**config.mk**
```make
export PLATFORM = sky130hd
export DESIGN_NAME = axi_narrow_lane_master
export DESIGN_NICKNAME = d
export VERILOG_FILES = /design/src/rtl/axi_nlm_pkg.sv /design/src/rtl/nlm_lane_packer.sv /design/src/rtl/nlm_lane_picker.sv /design/src/rtl/nlm_txn_ctl.sv /design/src/rtl/axi_narrow_lane_master.sv
export SDC_FILE = /design/constraint.sdc
export NUM_CORES = 1
export LEC_CHECK = 0
export ABC_AREA = 1
export BUFFER_PORTS_ARGS = -buffer_cell sky130_fd_sc_hd__buf_2
export CORE_AREA = 3 3 191 193
export CTS_BUF_LIST = sky130_fd_sc_hd__clkbuf_8 sky130_fd_sc_hd__clkbuf_16
export CTS_CLUSTER_SIZE = 40
export DETAILED_ROUTE_END_ITERATION = 16
export DIE_AREA = 0 0 194 196
export GPL_TIMING_DRIVEN = 0
export RECOVER_POWER = 50
export SLEW_MARGIN = 0
export SYNTH_ARGS = -nofsm -noshare
export SYNTH_HDL_FRONTEND = slang
export SYNTH_SLANG_ARGS = --single-unit
```
**constraint.sdc**
```tcl
create_clock -name clk -period 1.55 [get_ports clk]
set_input_delay 0.31 -clock clk [delete_from_list [all_inputs] [get_ports clk]]
set_output_delay 0.31 -clock clk [all_outputs]
set_load 0.005 [all_outputs]
```
**src/rtl/axi_nlm_pkg.sv**
```systemverilog
// Shared types and fixed bus attribute codes for the narrow lane-aligning master.
package axi_nlm_pkg;
    typedef enum logic [2:0] {
        ST_IDLE,
        ST_WREQ,
        ST_WRESP,
        ST_RREQ,
        ST_RDATA
    } nlm_state_e;

    localparam logic [7:0] LEN_SINGLE  = 8'd0;
    localparam logic [1:0] BURST_FIXED = 2'b00;
    localparam logic       LOCK_NORMAL = 1'b0;
    localparam logic [3:0] CACHE_NONE  = 4'b0000;
    localparam logic [2:0] PROT_PLAIN  = 3'b000;
endpackage

```
**src/rtl/nlm_lane_packer.sv**
```systemverilog
// Lane packer: clamps the size code to the word, aligns the byte offset to that
// size and places the kept bytes of the word, and their strobes, on the lanes.
// Assumes BUS_W and WORD_W are powers of two with WORD_W <= BUS_W.
module nlm_lane_packer #(
    parameter int BUS_W  = 128,
    parameter int WORD_W = 32,
    parameter int SIZE_W = 2
) (
    input  logic [$clog2(BUS_W/8)-1:0] byte_addr,
    input  logic [SIZE_W-1:0]          size_req,
    input  logic [WORD_W-1:0]          word_in,
    output logic [SIZE_W-1:0]          size_eff,
    output logic [$clog2(BUS_W/8)-1:0] lane_off,
    output logic [BUS_W-1:0]           lane_data,
    output logic [BUS_W/8-1:0]         lane_strb
);
    localparam int STRB_W     = BUS_W / 8;
    localparam int OFF_W      = $clog2(STRB_W);
    localparam int WORD_BYTES = WORD_W / 8;
    localparam int MAX_CODE   = $clog2(WORD_BYTES);

    logic [WORD_BYTES-1:0] byte_keep;
    logic [WORD_W-1:0]     word_kept;

    // Clamp the size code and clear the offset bits below the transfer size.
    always_comb begin
        size_eff = (size_req > SIZE_W'(MAX_CODE)) ? SIZE_W'(MAX_CODE) : size_req;
        lane_off = byte_addr & ~((OFF_W'(1) << size_eff) - OFF_W'(1));
    end

    // One keep flag per word byte: byte b is kept when b < 2^size.
    genvar b;
    generate
        for (b = 0; b < WORD_BYTES; b++) begin : g_keep
            assign byte_keep[b]           = ((32'(b) >> size_eff) == 32'd0);
            assign word_kept[b*8 +: 8]    = byte_keep[b] ? word_in[b*8 +: 8] : 8'h00;
        end
    endgenerate

    // Shift data and strobe together by the aligned offset.
    always_comb begin
        lane_data = BUS_W'(word_kept) << {lane_off, 3'b000};
        lane_strb = STRB_W'(byte_keep) << lane_off;
    end
endmodule

```
**src/rtl/nlm_lane_picker.sv**
```systemverilog
// Lane picker: returns the word-sized lane group selected by sel from the bus.
// Assumes BUS_W / WORD_W is a power of two.
module nlm_lane_picker #(
    parameter int BUS_W  = 128,
    parameter int WORD_W = 32
) (
    input  logic [BUS_W-1:0]                   bus_in,
    input  logic [$clog2(BUS_W/WORD_W)-1:0]    sel,
    output logic [WORD_W-1:0]                  word_out
);
    localparam int WORDS = BUS_W / WORD_W;

    logic [WORD_W-1:0] groups [WORDS];

    genvar g;
    generate
        for (g = 0; g < WORDS; g++) begin : g_split
            assign groups[g] = bus_in[g*WORD_W +: WORD_W];
        end
    endgenerate

    // Select the addressed lane group.
    assign word_out = groups[sel];
endmodule

```
**src/rtl/nlm_txn_ctl.sv**
```systemverilog
// Transaction controller: sequences one write (AW and W in parallel, then B)
// or one read (AR then R), and produces the done pulse with the response code
// and the captured read word. Assumes the slave follows the AXI handshake rules.
module nlm_txn_ctl
    import axi_nlm_pkg::*;
#(
    parameter int WORD_W = 32
) (
    input  logic              clk,
    input  logic              rst_n,
    input  logic              start,
    input  logic              is_write,
    input  logic              awready,
    input  logic              wready,
    input  logic              bvalid,
    input  logic [1:0]        bresp,
    input  logic              arready,
    input  logic              rvalid,
    input  logic [1:0]        rresp,
    input  logic [WORD_W-1:0] picked_word,
    output logic              accept,
    output logic              awvalid,
    output logic              wvalid,
    output logic              bready,
    output logic              arvalid,
    output logic              rready,
    output logic              done,
    output logic [1:0]        done_resp,
    output logic [WORD_W-1:0] done_rdata
);
    nlm_state_e state;
    logic       aw_pend;
    logic       w_pend;
    logic       b_hs;
    logic       r_hs;

    // Handshake and accept decodes.
    always_comb begin
        accept = start && (state == ST_IDLE);
        b_hs   = (state == ST_WRESP) && bvalid;
        r_hs   = (state == ST_RDATA) && rvalid;
    end

    // Channel control outputs.
    always_comb begin
        awvalid = aw_pend;
        wvalid  = w_pend;
        bready  = (state == ST_WRESP);
        arvalid = (state == ST_RREQ);
        rready  = (state == ST_RDATA);
    end

    // State register and per-channel pending flags.
    always_ff @(posedge clk) begin
        if (!rst_n) begin
            state   <= ST_IDLE;
            aw_pend <= 1'b0;
            w_pend  <= 1'b0;
        end else begin
            case (state)
                ST_IDLE: begin
                    if (accept && is_write) begin
                        state   <= ST_WREQ;
                        aw_pend <= 1'b1;
                        w_pend  <= 1'b1;
                    end else if (accept) begin
                        state <= ST_RREQ;
                    end
                end
                ST_WREQ: begin
                    if (aw_pend && awready) aw_pend <= 1'b0;
                    if (w_pend && wready)   w_pend  <= 1'b0;
                    if ((!aw_pend || awready) && (!w_pend || wready)) state <= ST_WRESP;
                end
                ST_WRESP: if (bvalid)  state <= ST_IDLE;
                ST_RREQ:  if (arready) state <= ST_RDATA;
                ST_RDATA: if (rvalid)  state <= ST_IDLE;
                default:  state <= ST_IDLE;
            endcase
        end
    end

    // Completion pulse, response code and captured read word.
    always_ff @(posedge clk) begin
        if (!rst_n) begin
            done       <= 1'b0;
            done_resp  <= 2'b00;
            done_rdata <= '0;
        end else begin
            done <= b_hs || r_hs;
            if (b_hs) done_resp <= bresp;
            if (r_hs) begin
                done_resp  <= rresp;
                done_rdata <= picked_word;
            end
        end
    end
endmodule

```
**src/rtl/axi_narrow_lane_master.sv**
```systemverilog
// Narrow-write lane-aligning AXI master (top). Latches a command while idle,
// presents it as one single-beat request with lane-aligned data and strobes,
// and reports completion. Assumes ADDR_W covers the bus byte offset bits.
module axi_narrow_lane_master
    import axi_nlm_pkg::*;
#(
    parameter int ADDR_W = 32,
    parameter int BUS_W  = 128,
    parameter int WORD_W = 32
) (
    input  logic                 clk,
    input  logic                 rst_n,
    input  logic                 cmd_start,
    input  logic                 cmd_write,
    input  logic [ADDR_W-1:0]    cmd_addr,
    input  logic [1:0]           cmd_size,
    input  logic [WORD_W-1:0]    cmd_wdata,
    output logic                 done,
    output logic [1:0]           done_resp,
    output logic [WORD_W-1:0]    done_rdata,
    output logic [ADDR_W-1:0]    m_awaddr,
    output logic [7:0]           m_awlen,
    output logic [2:0]           m_awsize,
    output logic [1:0]           m_awburst,
    output logic                 m_awlock,
    output logic [3:0]           m_awcache,
    output logic [2:0]           m_awprot,
    output logic                 m_awvalid,
    input  logic                 m_awready,
    output logic [BUS_W-1:0]     m_wdata,
    output logic [BUS_W/8-1:0]   m_wstrb,
    output logic                 m_wlast,
    output logic                 m_wvalid,
    input  logic                 m_wready,
    input  logic [1:0]           m_bresp,
    input  logic                 m_bvalid,
    output logic                 m_bready,
    output logic [ADDR_W-1:0]    m_araddr,
    output logic [7:0]           m_arlen,
    output logic [2:0]           m_arsize,
    output logic [1:0]           m_arburst,
    output logic                 m_arlock,
    output logic [3:0]           m_arcache,
    output logic [2:0]           m_arprot,
    output logic                 m_arvalid,
    input  logic                 m_arready,
    input  logic [BUS_W-1:0]     m_rdata,
    input  logic [1:0]           m_rresp,
    input  logic                 m_rvalid,
    output logic                 m_rready
);
    localparam int STRB_W = BUS_W / 8;
    localparam int OFF_W  = $clog2(STRB_W);
    localparam int SEL_W  = $clog2(BUS_W / WORD_W);
    localparam int WSEL_L = $clog2(WORD_W / 8);

    logic [1:0]        size_eff;
    logic [OFF_W-1:0]  lane_off;
    logic [BUS_W-1:0]  lane_data;
    logic [STRB_W-1:0] lane_strb;
    logic              accept;
    logic [ADDR_W-1:0] addr_q;
    logic [1:0]        size_q;
    logic [BUS_W-1:0]  data_q;
    logic [STRB_W-1:0] strb_q;
    logic [WORD_W-1:0] picked_word;

    nlm_lane_packer #(.BUS_W(BUS_W), .WORD_W(WORD_W), .SIZE_W(2)) u_packer (
        .byte_addr (cmd_addr[OFF_W-1:0]),
        .size_req  (cmd_size),
        .word_in   (cmd_wdata),
        .size_eff  (size_eff),
        .lane_off  (lane_off),
        .lane_data (lane_data),
        .lane_strb (lane_strb)
    );

    nlm_lane_picker #(.BUS_W(BUS_W), .WORD_W(WORD_W)) u_picker (
        .bus_in   (m_rdata),
        .sel      (addr_q[WSEL_L +: SEL_W]),
        .word_out (picked_word)
    );

    nlm_txn_ctl #(.WORD_W(WORD_W)) u_ctl (
        .clk         (clk),
        .rst_n       (rst_n),
        .start       (cmd_start),
        .is_write    (cmd_write),
        .awready     (m_awready),
        .wready      (m_wready),
        .bvalid      (m_bvalid),
        .bresp       (m_bresp),
        .arready     (m_arready),
        .rvalid      (m_rvalid),
        .rresp       (m_rresp),
        .picked_word (picked_word),
        .accept      (accept),
        .awvalid     (m_awvalid),
        .wvalid      (m_wvalid),
        .bready      (m_bready),
        .arvalid     (m_arvalid),
        .rready      (m_rready),
        .done        (done),
        .done_resp   (done_resp),
        .done_rdata  (done_rdata)
    );

    // Command latch: holds the aligned address and packed lanes for the whole transaction.
    always_ff @(posedge clk) begin
        if (!rst_n) begin
            addr_q <= '0;
            size_q <= 2'b00;
            data_q <= '0;
            strb_q <= '0;
        end else if (accept) begin
            addr_q <= {cmd_addr[ADDR_W-1:OFF_W], lane_off};
            size_q <= size_eff;
            data_q <= lane_data;
            strb_q <= lane_strb;
        end
    end

    // Request payloads with fixed single-beat attributes.
    always_comb begin
        m_awaddr  = addr_q;
        m_awlen   = LEN_SINGLE;
        m_awsize  = {1'b0, size_q};
        m_awburst = BURST_FIXED;
        m_awlock  = LOCK_NORMAL;
        m_awcache = CACHE_NONE;
        m_awprot  = PROT_PLAIN;
        m_wdata   = data_q;
        m_wstrb   = strb_q;
        m_wlast   = 1'b1;
        m_araddr  = addr_q;
        m_arlen   = LEN_SINGLE;
        m_arsize  = {1'b0, size_q};
        m_arburst = BURST_FIXED;
        m_arlock  = LOCK_NORMAL;
        m_arcache = CACHE_NONE;
        m_arprot  = PROT_PLAIN;
    end
endmodule

```
==> results of run 1 <==
[cell type report]
type	count	area (um2)	area share [%]
clock buffer	30	717	4.56
sequential	218	4390	27.9
inverter	66	256	1.63
timing repair buffer	508	2970	18.9
tap	455	569	3.62
multi-input combinational	937	5340	34.0
clock inverter	18	139	0.883
buffer	179	1330	8.48
antenna	6	15.0	0.0955
[repair_timing]
item,in CTS,in global routing
gates resized for setup,70,302
setup endpoints to repair,219,216
hold buffers,12,0
setup buffers,10,8
cloned,2,21
hold endpoints to repair,12,0
pin swaps,7,74
[power groups by stage]
stage | logic [uW] | registers (uW) | clock network (uW)
2_1_floorplan | 3520 | 6640 | 0
3_3_place_gp | 5930 | 6680 | 0
3_5_place_dp | 5960 | 6690 | 0
4_1_cts | 6460 | 6620 | 6210
5_1_grt | 9040 | 6760 | 6440
6_report | 8440 | 6700 | 6110
[state kept, by name (all words and copies together), names as in the netlist]
register          cells
u_ctl.awvalid         1
m_wdata             128
size_q                2
m_araddr             32
u_ctl.done_resp       2
u_ctl.wvalid          1
m_wstrb              16
u_ctl.done            1
u_ctl.done_rdata     32
u_ctl.state           3
[worst min-delay path by stage]
stage	startpoint	to	slack [ps]	depth (start not counted)
6_report	cmd_addr[9]	m_araddr[9]$_SDFFE_PN0P_	20	3
5_1_grt	cmd_addr[23]	m_araddr[23]$_SDFFE_PN0P_	10	3
4_1_cts	cmd_addr[17]	m_araddr[17]$_SDFFE_PN0P_	0.6	3
3_5_place_dp	m_wdata[119]$_SDFFE_PN0P_	m_wdata[119]$_SDFFE_PN0P_	450	2
3_3_place_gp	m_wdata[121]$_SDFFE_PN0P_	m_wdata[121]$_SDFFE_PN0P_	450	2
2_1_floorplan	rst_n	u_ctl.state[2]$_SDFFE_PN0P_	430	2
[per-stage QoR]
stage	hold slack, ps	TNS [ps]	worst slack, ps	utilization [%]	power [uW]
detailed placement	453	-100200	-852	37.3	12700
CTS	0.591	-10700	-147	41.0	19300
global placement	451	-100050	-799	37.3	12600
finish	22.3	-4020	-85.5	45.3	21200
global route	10.4	-17420	-161	45.3	22200
floorplan	430	0	176	-	10200
[critical path: stages (launching register included)]
cell and delay (ps):
dfxtp_4 370, nor2_4 150, nand3_4 150, buf_8 190, nor2_8 140, buf_6 150, clkbuf_16 140, nand3_1 80
a21oi_1 180
[per-layer routing]
metal  GRT usage (%)  share of wire, %
met3            5.00               7.5
met1            28.2                39
met4            7.71               3.1
met5               0             0.044
met2            41.4                50
[placed cells by master, fill, tap and decap left out, drive strengths merged]
cell type / instances
conb: 39
o21ai: 67
dfxtp: 218
clkinvlp: 6
o211ai: 2
inv: 65
nand2: 298
nor2: 121
clkinv: 12
dlygate4sd3: 12
o22ai: 32
a21oi: 198
a211oi: 1
bufinv: 1
clkbuf: 215
nand3: 64
nand4: 65
a22oi: 16
buf: 490
diode: 6
o21a: 33
nor3: 1
[kinds of logic (layout without fill, tap and decap cells)]
kind of cell	Yosys count	count (layout)	synth area share [%]
AO/OA/AOI/OAI	349	349	19.2
buffers and inverters	246	801	13.4
flip-flops	218	218	43.8
other	2	45	0.0753
AND/OR/NAND/NOR	548	549	23.5
==> key figures, run 1 <==
Outcome
  • Outcome: finished, violations left
  • Failing checks: setup timing

Logic synthesis
  • Most common cell in the netlist: nand2_1
  • Prevailing post-synth register cell: dfxtp_1
  • EDFF count, synth: 0
  • Synth cell count leaders: 298 x nand2_1, 218 x dfxtp_1, 198 x a21oi_1
  • Sequential element share of the synthesized area: between 40% and 50%
  • Synthesized instance count: about 1.4k
  • Synthesis-stage register bit count: roughly 220
  • Top-area cell type share of the netlist area: roughly 44%
  • Ranking of synthesized cells by area: dfxtp_1 44%, nand2_1 11%, a21oi_1 9.9%
  • Yosys cell types: 26
  • Mapped Area: 9970 um2
  • Yosys warnings: 0
  • Synth area leader: dfxtp_1
  • Post-synthesis area per instance: 7.32 um2
  • FFs w/ async S/R, synth: 0%

Power and ir drop
  • Sw Share: a little under two fifths
  • Clock power share: 28.8%
  • Comb pwr share: around 40%
  • Net load switching power: approximately 8000 uW
  • Internal power: between 10000 and 15000 uW
  • Peak VDD IR: 0.734 mV
  • Pleak: between 0.006 and 0.007 uW
  • PwrDens: 1350 nW/um2
  • Reg power frac: 31.5%

Worst setup path
  • WS Path Type: flop to flop
  • Reg2reg setup slack: -90 ps
  • Critical Path RT: between 2000 and 2500 ps
  • FF-to-FF path depth: 8
  • Crit path from: u_ctl.state[0]$_SDFFE_PN0P_
  • CP max FO: 7
  • Critical Path Start Type: flop
  • Critical R2R Launch: u_ctl.state[0]$_SDFFE_PN0P_
  • Worst path arrival time: ~2100 ps
  • RR Endpoint: m_wdata[112]$_SDFFE_PN0P_
  • Critical Path Sink: m_wdata[112]$_SDFFE_PN0P_
  • Critical path endpoint category: flop

Run
  • Max-cap violations: 0

Die
  • Row cnt: 68
  • Initial core utilization: ~29%
  • Die X: between 150 and 200 um
  • Die H: 196 um
  • Die ar.: roughly 38000 um2
  • Core area: 34700 um2
  • Ports: approximately 500

Min path
  • Hold Crit Class: input port to flop

Drt
  • WL/cell: between 20 and 25 um
  • DRT Pass-1 Iters: 5
  • Drt via density: between 4 and 5
  • Final ANT Viol Nets: 0
  • DRC: 0
  • Vias: ~12k
  • Routed WL: 50.5 mm
  • First-iteration detailed-routing DRC count: about 830

STA
  • Final setup viols: approximately 130
  • Fmax: ~0.6 GHz
  • Slew Limit Fails: 0
  • Layout Skew: between 7 and 8 ps
  • Final period demand of the worst path: between 1500 and 2000 ps
  • Rel. slew slack: around 35%
  • Tcrit/Tclk final: 106%
  • Fin. Hold Viols: 0
  • Final WS setup: -85.5 ps
  • Worst-Margin Slew: just under 1000 ps
  • RSZ-0062 raised after global routing: true

Final layout
  • Final cell count without fillers: approximately 2.4k
  • Fillers: 3594
  • Fin area: 15700 um2
  • Share of cells above drive strength 1: between 30% and 40%
  • Nets@finish: around 2.1k
  • Area grow syn2layout: 57.7%

Placement
  • PortBufs: ~460
  • Dpl hpwl: 38.2 mm
  • Placed cell areas: 13000 um2
  • DP Cell Count: approximately 2.3k
  • RePlAce Congestion: approximately 0.93

GRT
  • GRT Total Usage: about a quarter
  • Largest net degree at the start of global routing: 14
  • First-pass GRT wire length: approximately 70 mm
  • Initial antenna violation count: 8
  • Vias in the first global route: 11.2k
  • Gr ovfl total: 0

Clock network
  • Worst-path clk slew: around 60 ps
  • Worst-Skew Late Latency: between 500 and 600 ps
  • Htree depth: 1
  • CTS tree: built
  • CTS sink cnt: approximately 220
  • TritonCTS buffer count: 26
  • CTS Buffer Depth: 3
  • Root Driver: clkbuf_16
Note: power is estimated with default switching activity, not from simulation.
==> run 2: changes to the inputs <==
Settings changed: CORE_AREA 3 3 191 193 to 3 3 194 196, DIE_AREA 0 0 194 196 to 0 0 197 199.
Clock period 1.55 ns to 1.9 ns, I/O delays scaled along.
==> run 2 against run 1 <==
The flow now finishes without violations. Critical path depth decreased by 6. Die area increased by 3.1%. Core utilization decreased by 7.7 points. Sequential power decreased by 20%. Critical path type is now flop to output pin. Combinational power decreased by 42%.
==> key figures, run 2 (synthesis gave the netlist of run 1 again) <==
STA
  • Fin. Hold Viols: 0 (unchanged)
  • Rel. slew slack: 47.6% (+13 points)
  • Fmax: between 0.5 and 0.6 GHz
  • Final period demand of the worst path: approximately 1800 ps
  • Setup TNS Final: 0 ps (+4020 ps)
  • Worst-Margin Slew: 786 ps (-196 ps)
  • Tcrit/Tclk final: between 90% and 100%
  • Slew Limit Fails: 0 (unchanged)
  • Hold WS: 103 ps (+80.8 ps)
  • Layout Skew: 11.1 ps (+3.94 ps)
  • RSZ-0062 raised after global routing: false
  • Final setup viols: 0 (-100%)

Min path
  • Hold Crit Class: input port to flop
  • Worst hold stages: 3 (unchanged)
  • Hold Path End: m_araddr[11]$_SDFFE_PN0P_
  • Hold wc startpoint: cmd_addr[11]

Die
  • Row cnt: 70 (+2.9%)
  • Die X: 197 um (+1.5%)
  • Initial core utilization: 27.5% (-1.2 points)
  • Die ar.: 39200 um2 (+3.1%)
  • Die H: 199 um (+1.5%)
  • Core area: 36300 um2 (+4.5%)
  • Ports: 498 (unchanged)

Drt
  • WL/cell: 20.3 um (-2.8%)
  • Vias: 11.5k (-3.4%)
  • First-iteration detailed-routing DRC count: 897 (+7.8%)
  • Drt via density: 4.85 (-1.8%)
  • Routed WL: 48.2 mm (-4.5%)
  • DRT Pass-1 Iters: 6 (+1)
  • Final ANT Viol Nets: 0 (unchanged)
  • DRC: 0 (unchanged)

Clock network
  • CTS Hold Bufs: 0 (-12)
  • Worst-path clk slew: 60 ps (about the same)
  • Htree depth: 1 (unchanged)
  • CTS Buffer Depth: 3 (unchanged)
  • Worst-Skew Late Latency: 530 ps (about the same)
  • Root Driver: clkbuf_16
  • TritonCTS buffer count: 25 (-3.8%)
  • CTS sink cnt: 218 (unchanged)
  • CTS tree: built

Worst setup path
  • CP max FO: 8 (+1)
  • Reg2reg setup slack: 120 ps (+210 ps)
  • Worst path arrival time: 1410 ps (-680 ps)
  • CP bufs+invs: 2 (-1)
  • RR Endpoint: m_wdata[59]$_SDFFE_PN0P_
  • Crit-path max cell delay: 600 ps (+230 ps)
  • FF-to-FF path depth: 6 (-2)
  • CP top delay family: flip-flops
  • Crit path cell chain: buf_4 -> buf_2
  • Critical Path RT: 1520 ps (-490 ps)
  • Critical Path Start Type: flop
  • Critical R2R Launch: u_ctl.state[0]$_SDFFE_PN0P_
  • Critical path endpoint category: output pin
  • Crit-path slowest cell: dfxtp_1
  • WS Path Type: flop to output pin
  • Crit path from: m_araddr[3]$_SDFFE_PN0P_

GRT
  • Gr ovfl total: 0 (unchanged)
  • Initial antenna violation count: 11 (+3)
  • GRT Total Usage: 22.6% (-0.74 points)
  • First-pass GRT wire length: 67.5 mm (-3.1%)
  • Vias in the first global route: 10.7k (-4.6%)
  • Largest net degree at the start of global routing: 14 (unchanged)

Outcome
  • Outcome: completed

Final layout
  • Fillers: 4017 (+12%)
  • Largest register FFs: 128 (unchanged)
  • Most common cell after layout, fill and taps aside: buf_2
  • Share of cells above drive strength 1: 24.3% (-14 points)
  • Area grow syn2layout: 36.7%
  • Nets@finish: 2091 (-2.4%)
  • Most frequent cells in the layout: 307 x buf_2, 298 x nand2_1, 224 x clkbuf_1

Placement
  • PortBufs: 456 (unchanged)
  • RePlAce Congestion: 0.928 (about the same)
  • Dpl hpwl: 38.5 mm (+0.79%)

Run
  • Max-cap violations: 0 (unchanged)

Power and ir drop
  • Pleak: 0.00580 uW (-15%)
  • PwrDens: 1100 nW/um2 (-19%)
  • Peak VDD IR: 0.562 mV (-23%)
run 2: cell types whose count changed in the layout (fill, tap and decap cells not counted), sizes merged:
cell / change
clkinvlp: -1
clkbuf: +67
dlygate4sd3: -12
inv: +3
buf: -106
diode: +2
clkinv: -7
run 2: per-layer routing:
layer	track usage, %	wire length (um)	vias to the layer above
met1	27.2	18900	5299
met3	5.03	4300	97
met4	8.55	1710	2
met2	39.5	23400	608
li1	-	-	5515
met5	0	13	-
run 2: repair_timing:
action,in CTS,in global routing
gates cloned,0,1
setup buffers,0,0
pin swaps,0,1
resized for setup,4,18
endpoints found under the setup margin,10,54
run 2: area by class of cell:
type                    count  area (um2)  area share, %
inverters                  66         248           1.82
multi-input cells         937        4430           32.5
repair buffers            456        2070           15.2
clock inverters            13         103          0.753
clock buffers              30         694           5.10
flip-flops and latches    218        4370           32.0
diodes                      8        20.0          0.147
well taps                 468         586           4.30
plain buffers             180        1110           8.12
run 2: worst max path at each step:
stage	slack, ps	depth (start not counted)	end
3_3_place_gp	-580	5	m_wdata[6]$_SDFFE_PN0P_
6_report	110	2	m_awaddr[3]
5_1_grt	2	7	u_ctl.done_rdata[18]$_SDFFE_PN0P_
4_1_cts	0.8	3	m_arvalid
3_5_place_dp	-550	5	m_wdata[5]$_SDFFE_PN0P_
2_1_floorplan	490	7	m_wstrb[14]$_SDFFE_PN0P_
run 2: per-stage QoR:
step	cell area (um2)	total power [uW]	utilization [%]	worst slack (ps)	instances
after CTS	13800	15100	38.0	0.844	2367
after floorplan	10100	8290	-	494	1400
final	13600	15000	37.6	112	2376
after detailed placement	13000	10300	35.8	-553	2324
after global placement	13000	10300	35.8	-585	2324
after global routing	13600	15800	37.6	2.48	2376
run 2: where the power goes:
part           switching (uW)  internal (uW)  leakage, uW
Combinational            3090           1780      0.00364
Clock                    2030           2720     0.000391
Sequential                361           5020      0.00177
run 2: tightest hold or removal path: cells and delay by family:
family | cells | cell delay (ps)
AND/OR/NAND/NOR | 1 | 50
AO/OA/AOI/OAI | 1 | 50
buffers and inverters | 1 | 90
